## config.mk

```make
export PLATFORM = sky130hd
export DESIGN_NAME = fxs_scaler
export DESIGN_NICKNAME = d
export VERILOG_FILES = /design/src/rtl/fxs_pkg.sv /design/src/rtl/fxs_classify.sv /design/src/rtl/fxs_scale_to_int.sv /design/src/rtl/fxs_exp_adjust.sv /design/src/rtl/fxs_scaler.sv
export SDC_FILE = /design/constraint.sdc
export NUM_CORES = 1
export LEC_CHECK = 0
export BUFFER_PORTS_ARGS = -buffer_cell sky130_fd_sc_hd__buf_2
export CELL_PAD_IN_SITES_DETAIL_PLACEMENT = 2
export CELL_PAD_IN_SITES_GLOBAL_PLACEMENT = 2
export CORE_ASPECT_RATIO = 0.6
export CORE_MARGIN = 3
export CORE_UTILIZATION = 33
export CTS_CLUSTER_SIZE = 16
export DETAILED_ROUTE_END_ITERATION = 8
export PLACE_DENSITY = 0.87
export SYNTH_ARGS = -nofsm -noshare
export SYNTH_HDL_FRONTEND = slang
export SYNTH_SLANG_ARGS = --single-unit
```

## constraint.sdc

```tcl
create_clock -name clk -period 12.3 [get_ports clk]
set_input_delay 2.46 -clock clk [delete_from_list [all_inputs] [get_ports clk]]
set_output_delay 2.46 -clock clk [all_outputs]
set_load 0.05 [all_outputs]
```

## src/rtl/fxs_pkg.sv

```systemverilog
package fxs_pkg;

    localparam int EXP_W = 15;
    localparam int SIG_W = 64;
    localparam int FP_W  = 1 + EXP_W + SIG_W;
    localparam int INT_W = 32;
    localparam int SHW   = $clog2(SIG_W);

    localparam logic [EXP_W-1:0] EXP_ONES = '1;
    localparam logic [EXP_W-1:0] EXP_BIAS = {1'b0, {(EXP_W-1){1'b1}}};
    localparam logic [SIG_W-1:0] INF_SIG  = {1'b1, {(SIG_W-1){1'b0}}};

    typedef struct packed {
        logic             sign;
        logic [EXP_W-1:0] exp;
        logic [SIG_W-1:0] sig;
    } xf_t;

    typedef enum logic [2:0] {
        XC_ZERO,
        XC_SUB,
        XC_NORM,
        XC_INF,
        XC_NAN
    } xf_class_e;

    typedef struct packed {
        logic op_err;
        logic ovf;
        logic unf;
    } xf_flags_t;

    function automatic xf_t xf_default_nan();
        xf_t r;
        r.sign = 1'b0;
        r.exp  = EXP_ONES;
        r.sig  = '1;
        return r;
    endfunction

    function automatic xf_t xf_inf(input logic s);
        xf_t r;
        r.sign = s;
        r.exp  = EXP_ONES;
        r.sig  = INF_SIG;
        return r;
    endfunction

    function automatic xf_t xf_zero(input logic s);
        xf_t r;
        r.sign = s;
        r.exp  = '0;
        r.sig  = '0;
        return r;
    endfunction

endpackage

```

## src/rtl/fxs_classify.sv

```systemverilog
module fxs_classify
    import fxs_pkg::*;
(
    input  xf_t       op,
    output xf_class_e cls
);

    always_comb begin
        if (op.exp == '0) begin
            cls = (op.sig == '0) ? XC_ZERO : XC_SUB;
        end else if (op.exp == EXP_ONES) begin
            cls = (op.sig[SIG_W-2:0] == '0) ? XC_INF : XC_NAN;
        end else begin
            cls = XC_NORM;
        end
    end

endmodule

```

## src/rtl/fxs_scale_to_int.sv

```systemverilog
module fxs_scale_to_int
    import fxs_pkg::*;
(
    input  xf_t                     op,
    output logic signed [INT_W-1:0] n
);

    localparam logic [EXP_W:0] BIAS_EXT  = {1'b0, EXP_BIAS};
    localparam logic [EXP_W:0] CLAMP_EXP = BIAS_EXT + (EXP_W+1)'(INT_W-1);
    localparam logic signed [INT_W-1:0] INT_MAX = {1'b0, {(INT_W-1){1'b1}}};
    localparam logic signed [INT_W-1:0] INT_MIN = {1'b1, {(INT_W-1){1'b0}}};

    logic [EXP_W:0]     e_ext;
    logic [EXP_W:0]     unb;
    logic [SHW-1:0]     rsh;
    logic [SIG_W-1:0]   shifted;
    logic [INT_W-1:0]   mag;

    assign e_ext = {1'b0, op.exp};
    assign unb   = e_ext - BIAS_EXT;
    assign rsh   = SHW'(SIG_W-1) - unb[SHW-1:0];

    always_comb begin
        shifted = op.sig >> rsh;
        mag     = shifted[INT_W-1:0];
        if (e_ext < BIAS_EXT) begin
            // magnitude below one truncates to zero
            n = '0;
        end else if (e_ext >= CLAMP_EXP) begin
            // beyond the 32-bit range
            n = op.sign ? INT_MIN : INT_MAX;
        end else begin
            n = op.sign ? -signed'(mag) : signed'(mag);
        end
    end

endmodule

```

## src/rtl/fxs_exp_adjust.sv

```systemverilog
module fxs_exp_adjust
    import fxs_pkg::*;
(
    input  xf_t                     dest,
    input  logic signed [INT_W-1:0] n,
    output xf_t                     res,
    output xf_flags_t               flg
);

    localparam int SUM_W = EXP_W + 2;
    localparam logic signed [INT_W-1:0] LIM_HI = INT_W'(1 << (EXP_W-1));
    localparam logic signed [INT_W-1:0] LIM_LO = -LIM_HI;
    localparam logic signed [SUM_W-1:0] SUM_TOP = signed'({2'b00, EXP_ONES});

    logic signed [SUM_W-1:0] sum;

    assign sum = signed'({2'b00, dest.exp}) + signed'(n[SUM_W-1:0]);

    always_comb begin
        flg = '0;
        res = dest;
        if (n >= LIM_HI) begin
            res     = xf_inf(dest.sign);
            flg.ovf = 1'b1;
        end else if (n <= LIM_LO) begin
            res     = xf_zero(dest.sign);
            flg.unf = 1'b1;
        end else if (sum >= SUM_TOP) begin
            res     = xf_inf(dest.sign);
            flg.ovf = 1'b1;
        end else if (sum <= 0) begin
            res     = xf_zero(dest.sign);
            flg.unf = 1'b1;
        end else begin
            res.exp = sum[EXP_W-1:0];
        end
    end

endmodule

```

## src/rtl/fxs_scaler.sv

```systemverilog
module fxs_scaler
    import fxs_pkg::*;
(
    input  logic          clk,
    input  logic          rst,
    input  logic          in_valid,
    input  logic [79:0]   scale_op,
    input  logic [79:0]   dest_op,
    output logic          out_valid,
    output logic [79:0]   result,
    output logic          op_err,
    output logic          ovf,
    output logic          unf
);

    localparam int N_OPS = 2;

    xf_t                     ops [N_OPS];
    xf_class_e               cls [N_OPS];
    xf_t                     scale_x;
    xf_t                     dest_x;
    logic signed [INT_W-1:0] n_int;
    xf_t                     adj_res;
    xf_flags_t               adj_flg;
    xf_t                     nxt_res;
    xf_flags_t               nxt_flg;
    xf_t                     res_q;
    xf_flags_t               flg_q;
    logic                    vld_q;

    assign scale_x = xf_t'(scale_op);
    assign dest_x  = xf_t'(dest_op);
    assign ops[0]  = scale_x;
    assign ops[1]  = dest_x;

    for (genvar g = 0; g < N_OPS; g++) begin : g_cls
        fxs_classify u_cls (
            .op  (ops[g]),
            .cls (cls[g])
        );
    end

    fxs_scale_to_int u_conv (
        .op (scale_x),
        .n  (n_int)
    );

    fxs_exp_adjust u_adj (
        .dest (dest_x),
        .n    (n_int),
        .res  (adj_res),
        .flg  (adj_flg)
    );

    always_comb begin
        nxt_flg = '0;
        nxt_res = adj_res;
        if (cls[0] == XC_INF) begin
            nxt_res        = xf_default_nan();
            nxt_flg.op_err = 1'b1;
        end else if (cls[0] == XC_NAN) begin
            nxt_res = xf_default_nan();
        end else if (cls[1] != XC_NORM) begin
            nxt_res = dest_x;
        end else if (cls[0] == XC_ZERO) begin
            nxt_res = dest_x;
        end else begin
            nxt_flg = adj_flg;
        end
    end

    always_ff @(posedge clk) begin
        if (rst) begin
            vld_q <= 1'b0;
            res_q <= '0;
            flg_q <= '0;
        end else begin
            vld_q <= in_valid;
            flg_q <= in_valid ? nxt_flg : '0;
            if (in_valid) begin
                res_q <= nxt_res;
            end
        end
    end

    assign out_valid = vld_q;
    assign result    = res_q;
    assign op_err    = flg_q.op_err;
    assign ovf       = flg_q.ovf;
    assign unf       = flg_q.unf;

    a_r10_valid_rise: assert property (@(posedge clk) disable iff (rst)
        in_valid |=> out_valid);
    a_r10_valid_fall: assert property (@(posedge clk) disable iff (rst)
        !in_valid |=> !out_valid && $stable(result));
    a_r11_one_flag: assert property (@(posedge clk) disable iff (rst)
        $onehot0({op_err, ovf, unf}));
    a_r6_ovf_is_inf: assert property (@(posedge clk) disable iff (rst)
        ovf |-> (result[78:64] == EXP_ONES && result[63:0] == INF_SIG));
    a_r7_unf_is_zero: assert property (@(posedge clk) disable iff (rst)
        unf |-> (result[78:0] == '0));
    a_r1_err_is_nan: assert property (@(posedge clk) disable iff (rst)
        op_err |-> (result == xf_default_nan()));
    a_r5_sign_kept: assert property (@(posedge clk) disable iff (rst)
        (in_valid && cls[0] != XC_INF && cls[0] != XC_NAN)
        |=> (result[79] == $past(dest_op[79])));

endmodule

```

Word-level counts from Yosys, hierarchy flattened
Cells that the tools add are included.
W data, S select, Z words.

storage, ports and cells
  output and inout bits = 84
  logic and storage cells = 66
  bits of input ports = 163
  bits in registers = 84

cells by class
  $add $sub $neg = 4
  bitwise operators = 1
  mux-type cells = 32
  order comparisons = 6
  eq/ne operators = 5
  shift operators = 1
  reduce and logical (&&, ||, !) cells = 10

operators by type and width
  operator                count
  $mux W79                5
  $mux W80                2
  $logic_not A64 Y1       2
  $mux W32                4
  $logic_not A63 Y1       2
  $mux W64                1
  $shr A64 B6 Y32         1
  $ge A32 B16 Y1 const B  1
  $le A32 B15 Y1 const B  1
  $neg A32 Y32            1
  $eq A15 B15 Y1 const B  2
  $logic_not A15 Y1       2
  $mux W3                 8
  $add A16 B17 Y17        1
  $ge A17 B16 Y1 const B  1
  $le A17 B1 Y1 const B   1
  $ge A15 B15 Y1 const B  1
  $lt A15 B14 Y1 const B  1
  $mux W15                1
  $mux W1                 10
  $reduce_or A7 Y1        1
  $reduce_or A6 Y1        1
  $sub A6 B6 Y6 const A   1
  $sub A6 B6 Y6 const B   1
  other kinds (7)         7

Depth between registers and ports, before layout
Gate-level depths: netlist of the first run.

  word-level depth = 17
  gate-level depth with buffers = 37
  depth with buffers taken out = 26

Cells and area by module
From an unflattened synthesis of the first run, not the netlist that was laid out.

unflattened totals
  cell total of the unflattened synthesis = 1,636
  area, all modules = 13,103.8 sq um

by module, submodules not included
  module            area an instance (sq um)  instances  cells an instance
  fxs_scale_to_int  6,419.9                   1          757
  fxs_scaler        3,918.8                   1          483
  fxs_exp_adjust    2,262.2                   1          324
  fxs_classify      251.5                     2          36

Worst setup path after synthesis of the first run
Ideal clock, no wire load.

  path type = input to register
  start point = in scale_op[64]
  end point = reg res_q (netlist bit result[74])
  slack = 2.264 ns
  cell stages on the path = 33
  required time = 12.197 ns
  arrival time = 9.932 ns
  setup time = 0.103 ns
  path through = buf_4 > inv_2 > buf_2 > buf_2 > buf_1 > ha_1 > buf_6 > buf_6 > buf_6 > buf_6 > mux2_4 > mux4_2 > mux2_2 > mux2_2 > mux2i_1 > ha_1 > nand4_1 > or3_1 > nand3_1 > ha_1 > or2_2 > a21oi_1 > o31ai_1 > o41ai_1 > o21ai_0 > xnor2_1 > or4bb_1 > o21ai_0 > mux2_2 > clkbuf_1 > nand2b_1 > nand3_1 > a2111oi_2

on the way
  word-level cells in the longest chain between the ends = 17

ends and longest elaborated chain
  element                 RTL line                RTL
  start: declaration      fxs_scaler.sv:7         input logic [79:0] scale_op,
  $sub A6 B6 Y6           fxs_scale_to_int.sv:20  assign unb = e_ext - BIAS_EXT;
  $sub A6 B6 Y6           fxs_scale_to_int.sv:21  assign rsh = SHW'(SIG_W-1) - unb[SHW-1:0];
  $shr A64 B6 Y32         fxs_scale_to_int.sv:24  shifted = op.sig >> rsh;
  $neg A32 Y32            fxs_scale_to_int.sv:33  n = op.sign ? -signed'(mag) : signed'(mag);
  $mux W32                fxs_scale_to_int.sv:33
  $mux W32                fxs_scale_to_int.sv:29  end else if (e_ext >= CLAMP_EXP) begin
  $mux W32                fxs_scale_to_int.sv:26  if (e_ext < BIAS_EXT) begin
  $add A16 B17 Y17        fxs_exp_adjust.sv:17    assign sum = signed'({2'b00, dest.exp}) + signed'(n[SUM_W-1:0]);
  $le A17 B1 Y1           fxs_exp_adjust.sv:31    end else if (sum <= 0) begin
  $mux W15                fxs_exp_adjust.sv:31
  $mux W79                fxs_exp_adjust.sv:28    end else if (sum >= SUM_TOP) begin
  $mux W79                fxs_exp_adjust.sv:25    end else if (n <= LIM_LO) begin
  $mux W79                fxs_exp_adjust.sv:22    if (n >= LIM_HI) begin
  $mux W79                fxs_scaler.sv:65        end else if (cls[0] == XC_ZERO) begin
  $mux W79                fxs_scaler.sv:63        end else if (cls[1] != XC_NORM) begin
  $mux W80                fxs_scaler.sv:61        end else if (cls[0] == XC_NAN) begin
  $mux W80 *              fxs_scaler.sv:58        if (cls[0] == XC_INF) begin
  end signal: assignment  fxs_scaler.sv:81        res_q <= nxt_res;
  end: declaration        fxs_scaler.sv:27        xf_t res_q;

Mark *: on every way between the ends. The rest lies on a longest branch, timed or not.
A chain may end at the register's enable or synchronous reset.

Worst setup path after layout of the first run
  start point = in scale_op[64]
  end point = reg res_q (netlist bit result[52])

on the way
  word-level cells in the longest chain between the ends = 17

ends and longest elaborated chain
  element           RTL line
  $sub A6 B6 Y6     fxs_scale_to_int.sv:20
  $sub A6 B6 Y6     fxs_scale_to_int.sv:21
  $shr A64 B6 Y32   fxs_scale_to_int.sv:24
  $neg A32 Y32      fxs_scale_to_int.sv:33
  $mux W32          fxs_scale_to_int.sv:33
  $mux W32          fxs_scale_to_int.sv:29
  $mux W32          fxs_scale_to_int.sv:26
  $add A16 B17 Y17  fxs_exp_adjust.sv:17
  $le A17 B1 Y1     fxs_exp_adjust.sv:31
  $mux W64          fxs_exp_adjust.sv:31
  $mux W79          fxs_exp_adjust.sv:28
  $mux W79          fxs_exp_adjust.sv:25
  $mux W79          fxs_exp_adjust.sv:22
  $mux W79          fxs_scaler.sv:65
  $mux W79          fxs_scaler.sv:63
  $mux W80          fxs_scaler.sv:61
  $mux W80 *        fxs_scaler.sv:58

Marked as above.

==> results.tsv, run 1 <==
stage	metric	value	unit
status	outcome	finished with violations	
status	violations	capacitance limit	
placement	port_buffers	246	
critical_path	cp_common_cell	buf_4	
placement	dp_cells	2241	
critical_path	r2r-end	result[4]	
routing	drtIter0Drc	2038	
die	start_util	0.342	
global_route	antenna_found_initial	3	
routing	wire_per_inst	30.0	um
critical_path	ff2ff_path_depth	4	
power	power_leakage	5.47	nW
layout	fin_cells	2260	
critical_path	crit_type	in -> reg	
sta	period_minus_slack	11890	ps
sta	setup_tns	0	ps
clocking	cts_resized	0	
critical_path	cp_slowest_cell	ha_4	
clocking	cts_buffers	9	
sta	fmaxAchievable	84.1	MHz
sta	finalCritPeriodShare	0.966	
die	rows	54	
hold_path	min_path_type	reg -> reg	
flow_run	maxCapViolations	1	
global_route	grt_overflow	0	
hold_path	hold_start	result[79]	
yosys	synth_edf_count	0	
yosys	ys_warn_count	0	
global_route	grt_max_degree	93	
critical_path	worstPathMaxFanout	68	
sta	clock_skew	0	ps
sta	slew_headroom	0.0171	
critical_path	cpLargestDelayFamily	simple AND/OR/NAND/NOR gates	
clocking	cts_hold_buf	0	
clocking	cts_tree	yes	
critical_path	slowest_delay	900	ps
yosys	synth_cell_types	100	
layout	syn_to_final_growth	13.8	%
layout	post-route-util	0.389	
die	dieHeight	158	um
die	io_pins	247	
yosys	yosysTopAreaCell	dfxtp_1	
clocking	cts_buffer_depth	2	
hold_path	min_to	result[79]	
critical_path	end_kind	flip-flop	
critical_path	r2r_start	result[4]	
yosys	async_flop_share	0	
yosys	syn_area_per_cell	7.88	um2
routing	via_count	15526	
yosys	syn-num-nets	1792	
hold_path	hold_depth	2	
critical_path	cp.required	12590	ps
routing	routed_wl	67800	um
yosys	ys.flop_type	dfxtp_1	
yosys	yosysSeqAreaShare	0.133	
sta	setup_slack	415	ps
yosys	synth_most_common_cell	nor2_1	
yosys	ys_seq_elements	84	
global_route	first_global_vias	15765	
placement	gp_congestion	1.06	
global_route	grt_pass1_wl	100000	um
yosys	syn_area	12700	um2
clocking	htree_levels	3	
sta	worstMarginPinSlew	1460	ps
routing	via_per_inst	6.87	
sta	rsz0062_at_grt	false	
die	die_w	259	um
routing	drc_errors	0	
sta	hold_viol	0	
sta	drv_slew	0	
yosys	ys_top_cells_by_area	dfxtp_1 (13%), mux4_2 (12%), nor2_1 (6.4%)	
critical_path	arrival	12180	ps
routing	firstDrtPassIters	7	
yosys	synthCells	1609	
yosys	synth_top_area_share	0.133	
clocking	post_cts_buffers	0	
die	placeableCoreArea	37100	um2
layout	final_nets	1932	
critical_path	start_kind	primary input	
die	die_area	40900	um2
global_route	grt_use_total	0.317	
yosys	synthTopCellsByCount	nor2_1 (216), nand2_1 (132), dfxtp_1 (84)	
critical_path	r2r_setup_slack	10920	ps
clocking	clkSinkCount	84	
power	powerDensity	110	nW/um2
clocking	clockRootBuffer	clkbuf_16	
routing	antenna_left	0	
layout	drive_above_1_share	0.272	
critical_path	crit_buf_inv	5	
clocking	clkTransAtPathRegs	70	ps
sta	final-setup-viol-count	0	
placement	post-place-ws	683	ps
clocking	worst_skew_pair.late_latency	370	ps
placement	dp_hpwl	50600	um
power	ir_drop	0.0749	mV
==> where the power goes <==
group	leakage, nW	switching [W]	internal (W)
clock	0.138	0.000126	0.000162
combinational	4.64	0.000667	0.000324
sequential	0.693	0.0000152	0.000297
==> cell type report <==
cell class	instances	area, um2
fill	4228	22700
multi-input combinational	1353	10200
sequential	84	1680
timing repair buffer	283	1510
tap	504	631
clock buffer	11	243
inverter	18	67.6
clock inverter	4	50.0
antenna	3	7.51
==> worst max-delay path by stage <==
| stage | from | to | cells after the start |
|---|---|---|---|
| after CTS | scale_op[64] | result[29] | 25 |
| after floorplan | scale_op[64] | result[74] | 33 |
| after global placement | scale_op[64] | result[1] | 23 |
| after detailed placement | scale_op[64] | result[56] | 25 |
| after global routing | scale_op[64] | result[29] | 25 |
| final | scale_op[64] | result[52] | 25 |
==> state kept, by name, indices dropped and copies added (netlist names) <==
register / flops
op_err: 1
unf: 1
ovf: 1
result: 80
out_valid: 1
==> tightest hold or removal path, stage by stage, from the launching register on <==
cell and delay (ps):
dfxtp_1 310, nand2b_1 70, a21oi_1 60
==> layout by cell type, fill, tap and decap left out, types with 12 or more instances in the layout <==
master	count
a211oi_1	79
a21oi_1	39
and3_1	12
buf_2	245
buf_4	37
dfxtp_1	84
ha_1	18
inv_1	17
mux2_2	61
mux2i_1	80
mux4_2	67
nand2_1	132
nand2b_1	16
nand3_1	42
nand4_1	26
nand4b_1	65
nor2_1	216
nor3_1	51
nor4_1	40
o211ai_1	20
o21a_1	12
o21ai_0	37
o21ai_1	66
or3_1	14
xnor2_1	14
==> logic make-up (layout without fill, tap and decap cells) <==
kind of cell / count (synthesis) / in the layout / share of synthesized area
AOI/OAI and AO/OA: 411 / 411 / 0.238
adders and majority gates: 20 / 20 / 0.0203
other: 0 / 3 / 0
buffers and inverters: 172 / 316 / 0.0679
DFF: 84 / 84 / 0.133
muxes: 212 / 212 / 0.240
xor gates and xnor gates: 31 / 31 / 0.0232
and+or+nand+nor: 679 / 679 / 0.278
==> routing by layer <==
layer	share of wire	wire, um	global-route usage	vias to the layer above
met5	0.00018	12	0	-
met4	0.031	2080	0.0858	2
met3	0.12	8390	0.128	196
met2	0.43	29100	0.479	901
met1	0.42	28200	0.418	7889
li1	-	-	-	6538
==> through the flow <==
step           power (W)  instance area, um2  hold slack (ps)
5_1_grt          0.00164               14400              499
3_5_place_dp     0.00125               14100              470
2_1_floorplan   0.000961               12700              691
3_3_place_gp     0.00121               14100              457
6_report         0.00159               14400              486
4_1_cts          0.00155               14400              491
Note: power is estimated with default switching activity, not from simulation.
==> run 2, diff against run 1 <==
--- a/config.mk
+++ b/config.mk
@@ -6,14 +6,12 @@
 export NUM_CORES = 1
 export LEC_CHECK = 0
 export BUFFER_PORTS_ARGS = -buffer_cell sky130_fd_sc_hd__buf_2
-export CELL_PAD_IN_SITES_DETAIL_PLACEMENT = 2
-export CELL_PAD_IN_SITES_GLOBAL_PLACEMENT = 2
 export CORE_ASPECT_RATIO = 0.6
 export CORE_MARGIN = 3
-export CORE_UTILIZATION = 33
+export CORE_UTILIZATION = 35
 export CTS_CLUSTER_SIZE = 16
 export DETAILED_ROUTE_END_ITERATION = 8
-export PLACE_DENSITY = 0.87
+export PLACE_DENSITY = 0.6
 export SYNTH_ARGS = -nofsm -noshare
 export SYNTH_HDL_FRONTEND = slang
 export SYNTH_SLANG_ARGS = --single-unit
==> results.tsv, run 2 (synthesized netlist as in run 1, its figures left out) <==
stage	metric	value	unit	change
global_route	grt-busiest-layer	met1		
layout	syn_to_final_growth	13.6	%	
die	die_w	252	um	-2.8%
layout	fin_cells	2224		-1.6%
routing	drc_errors	0		unchanged
critical_path	cp_common_cell	buf_4		
layout	final_cell_area	14400	um2	-0.16%
clocking	clkTransAtPathRegs	60	ps	about the same
global_route	first_global_vias	13219		-16%
routing	via_count	14356		-7.5%
critical_path	crit_type	in -> reg		
critical_path	crit_buf_inv	5		unchanged
clocking	cts_resized	0		unchanged
global_route	grt_use_met2	0.355		-0.124
routing	firstDrtPassIters	5		-2
sta	hold_viol	0		unchanged
critical_path	arrival	11230	ps	-950 ps
clocking	htree_levels	3		unchanged
die	io_pins	247		unchanged
sta	finalCritPeriodShare	0.896		-0.0702
sta	fmaxAchievable	90.7	MHz	+7.8%
routing	antenna_left	0		unchanged
sta	worstMarginPinSlew	1340	ps	-112 ps
routing	via_per_inst	6.46		-6.0%
power	power_leakage	5.49	nW	+0.37%
layout	drive_above_1_share	0.272		about the same
clocking	cts_hold_buf	0		unchanged
global_route	grt_use_total	0.275		-0.0414
routing	routed_wl	55100	um	-19%
global_route	antenna_found_initial	0		-3
placement	dp_hpwl	42600	um	-16%
die	placeableCoreArea	35300	um2	-4.7%
sta	period_minus_slack	11020	ps	-863 ps
global_route	grt_pass1_wl	83300	um	-17%
placement	port_buffers	246		unchanged
global_route	grt_overflow	0		unchanged
flow_run	maxCapViolations	0		-1
placement	dp_cells	2208		-1.5%
layout	layout_common_cells	buf_2 (245), nor2_1 (216), nand2_1 (132), dfxtp_1 (84), mux2i_1 (80)		
power	ir_drop	0.0832	mV	+11%
die	rows	53		-1.9%
routing	wire_per_inst	24.8	um	-17%
die	die_area	38600	um2	-5.5%
power	power.total	0.00152	W	-4.4%
clocking	cts_buffers	9		unchanged
clocking	clockRootBuffer	clkbuf_16		
hold_path	min_path_type	reg -> reg		
clocking	post_cts_buffers	0		unchanged
clocking	worst_skew_pair.late_latency	350	ps	-20 ps
critical_path	start_kind	primary input		
die	dieHeight	153	um	-2.8%
global_route	grt_max_degree	82		-12%
sta	final-setup-viol-count	0		unchanged
sta	slew_headroom	0.0928		+0.0757
placement	gp_congestion	1.04		-1.3%
sta	rsz0062_at_grt	false		
clocking	cts_buffer_depth	2		unchanged
critical_path	cp.required	12510	ps	-80 ps
layout	layout_commonest_cell	buf_2		
critical_path	slowest_delay	660	ps	-240 ps
critical_path	cpLargestDelayFamily	simple AND/OR/NAND/NOR gates		
clocking	cts_tree	yes		
global_route	grt_use_met3	0.132		+0.00358
routing	drtIter0Drc	1843		-9.6%
sta	setup_tns	0	ps	unchanged
die	start_util	0.359		+0.0169
layout	largest_register_ff_count	80		unchanged
clocking	clkSinkCount	84		unchanged
critical_path	worstPathMaxFanout	47		-31%
power	powerDensity	106	nW/um2	-4.2%
layout	final_nets	1935		+0.16%
critical_path	cp_slowest_cell	xor2_4		
placement	postPlaceCellArea	14100	um2	about the same
sta	drv_slew	0		unchanged
status	outcome	complete, no violations		
sta	clock_skew	0	ps	unchanged
critical_path	end_kind	flip-flop		
global_route	met1_usage	0.415		-0.00325
[run 2: cell count changes in the layout (fill, tap and decap cells not counted)]
cell and change:
a2111oi_0 +1, a2111oi_1 -1, buf_12 +1, buf_4 +3, clkbuf_1 +2, clkbuf_2 -1, clkinvlp_4 -2, diode_2 -2
[run 2: worst register-to-register path, stage by stage (launching register included)]
cell and delay [ps]:
dfxtp_1 380, nor2_1 60, a211oi_1 340, nand4b_1 150, o21ai_1 140
[run 2: area by class of cell]
cell class / instances / area [um2]
Timing Repair Buffer: 286 / 1550
Antenna cell: 1 / 2.50
Clock buffer: 13 / 250
Clock inverter: 2 / 35.0
Tap cell: 467 / 584
Fill cell: 3649 / 20900
Multi-Input combinational cell: 1353 / 10200
Inverter: 18 / 67.6
Sequential cell: 84 / 1680
[run 2: final timing paths]
check | start | to | slack (ps) | depth (start not counted)
min | result[79] | result[79] | 490 | 2
min reg2reg | result[79] | result[79] | 490 | 2
max | scale_op[64] | result[40] | 1280 | 27
max reg2reg | result[3] | result[3] | 11150 | 4
[run 2: per-stage QoR]
stage | utilization | hold slack [ps] | worst slack (ps)
after floorplan | - | 691 | 2260
after CTS | 0.407 | 485 | 1450
after detailed placement | 0.399 | 474 | 1130
after global placement | 0.399 | 458 | 1210
final | 0.408 | 486 | 1280
after global routing | 0.407 | 518 | 643
[run 2: metal layers]
metal  share of wire  wire length [um]  up-vias
met4           0.012               654        0
met5               0                 0        -
met2            0.39             21300      799
met1            0.46             25400     6972
met3            0.14              7750       47
li1                -                 -     6538
[run 2: power breakdown]
group          internal [W]  leakage (nW)  switching, W
Clock              0.000162         0.140      0.000114
Sequential         0.000297         0.693     0.0000126
Combinational      0.000325          4.65      0.000611
Total              0.000784          5.49      0.000737
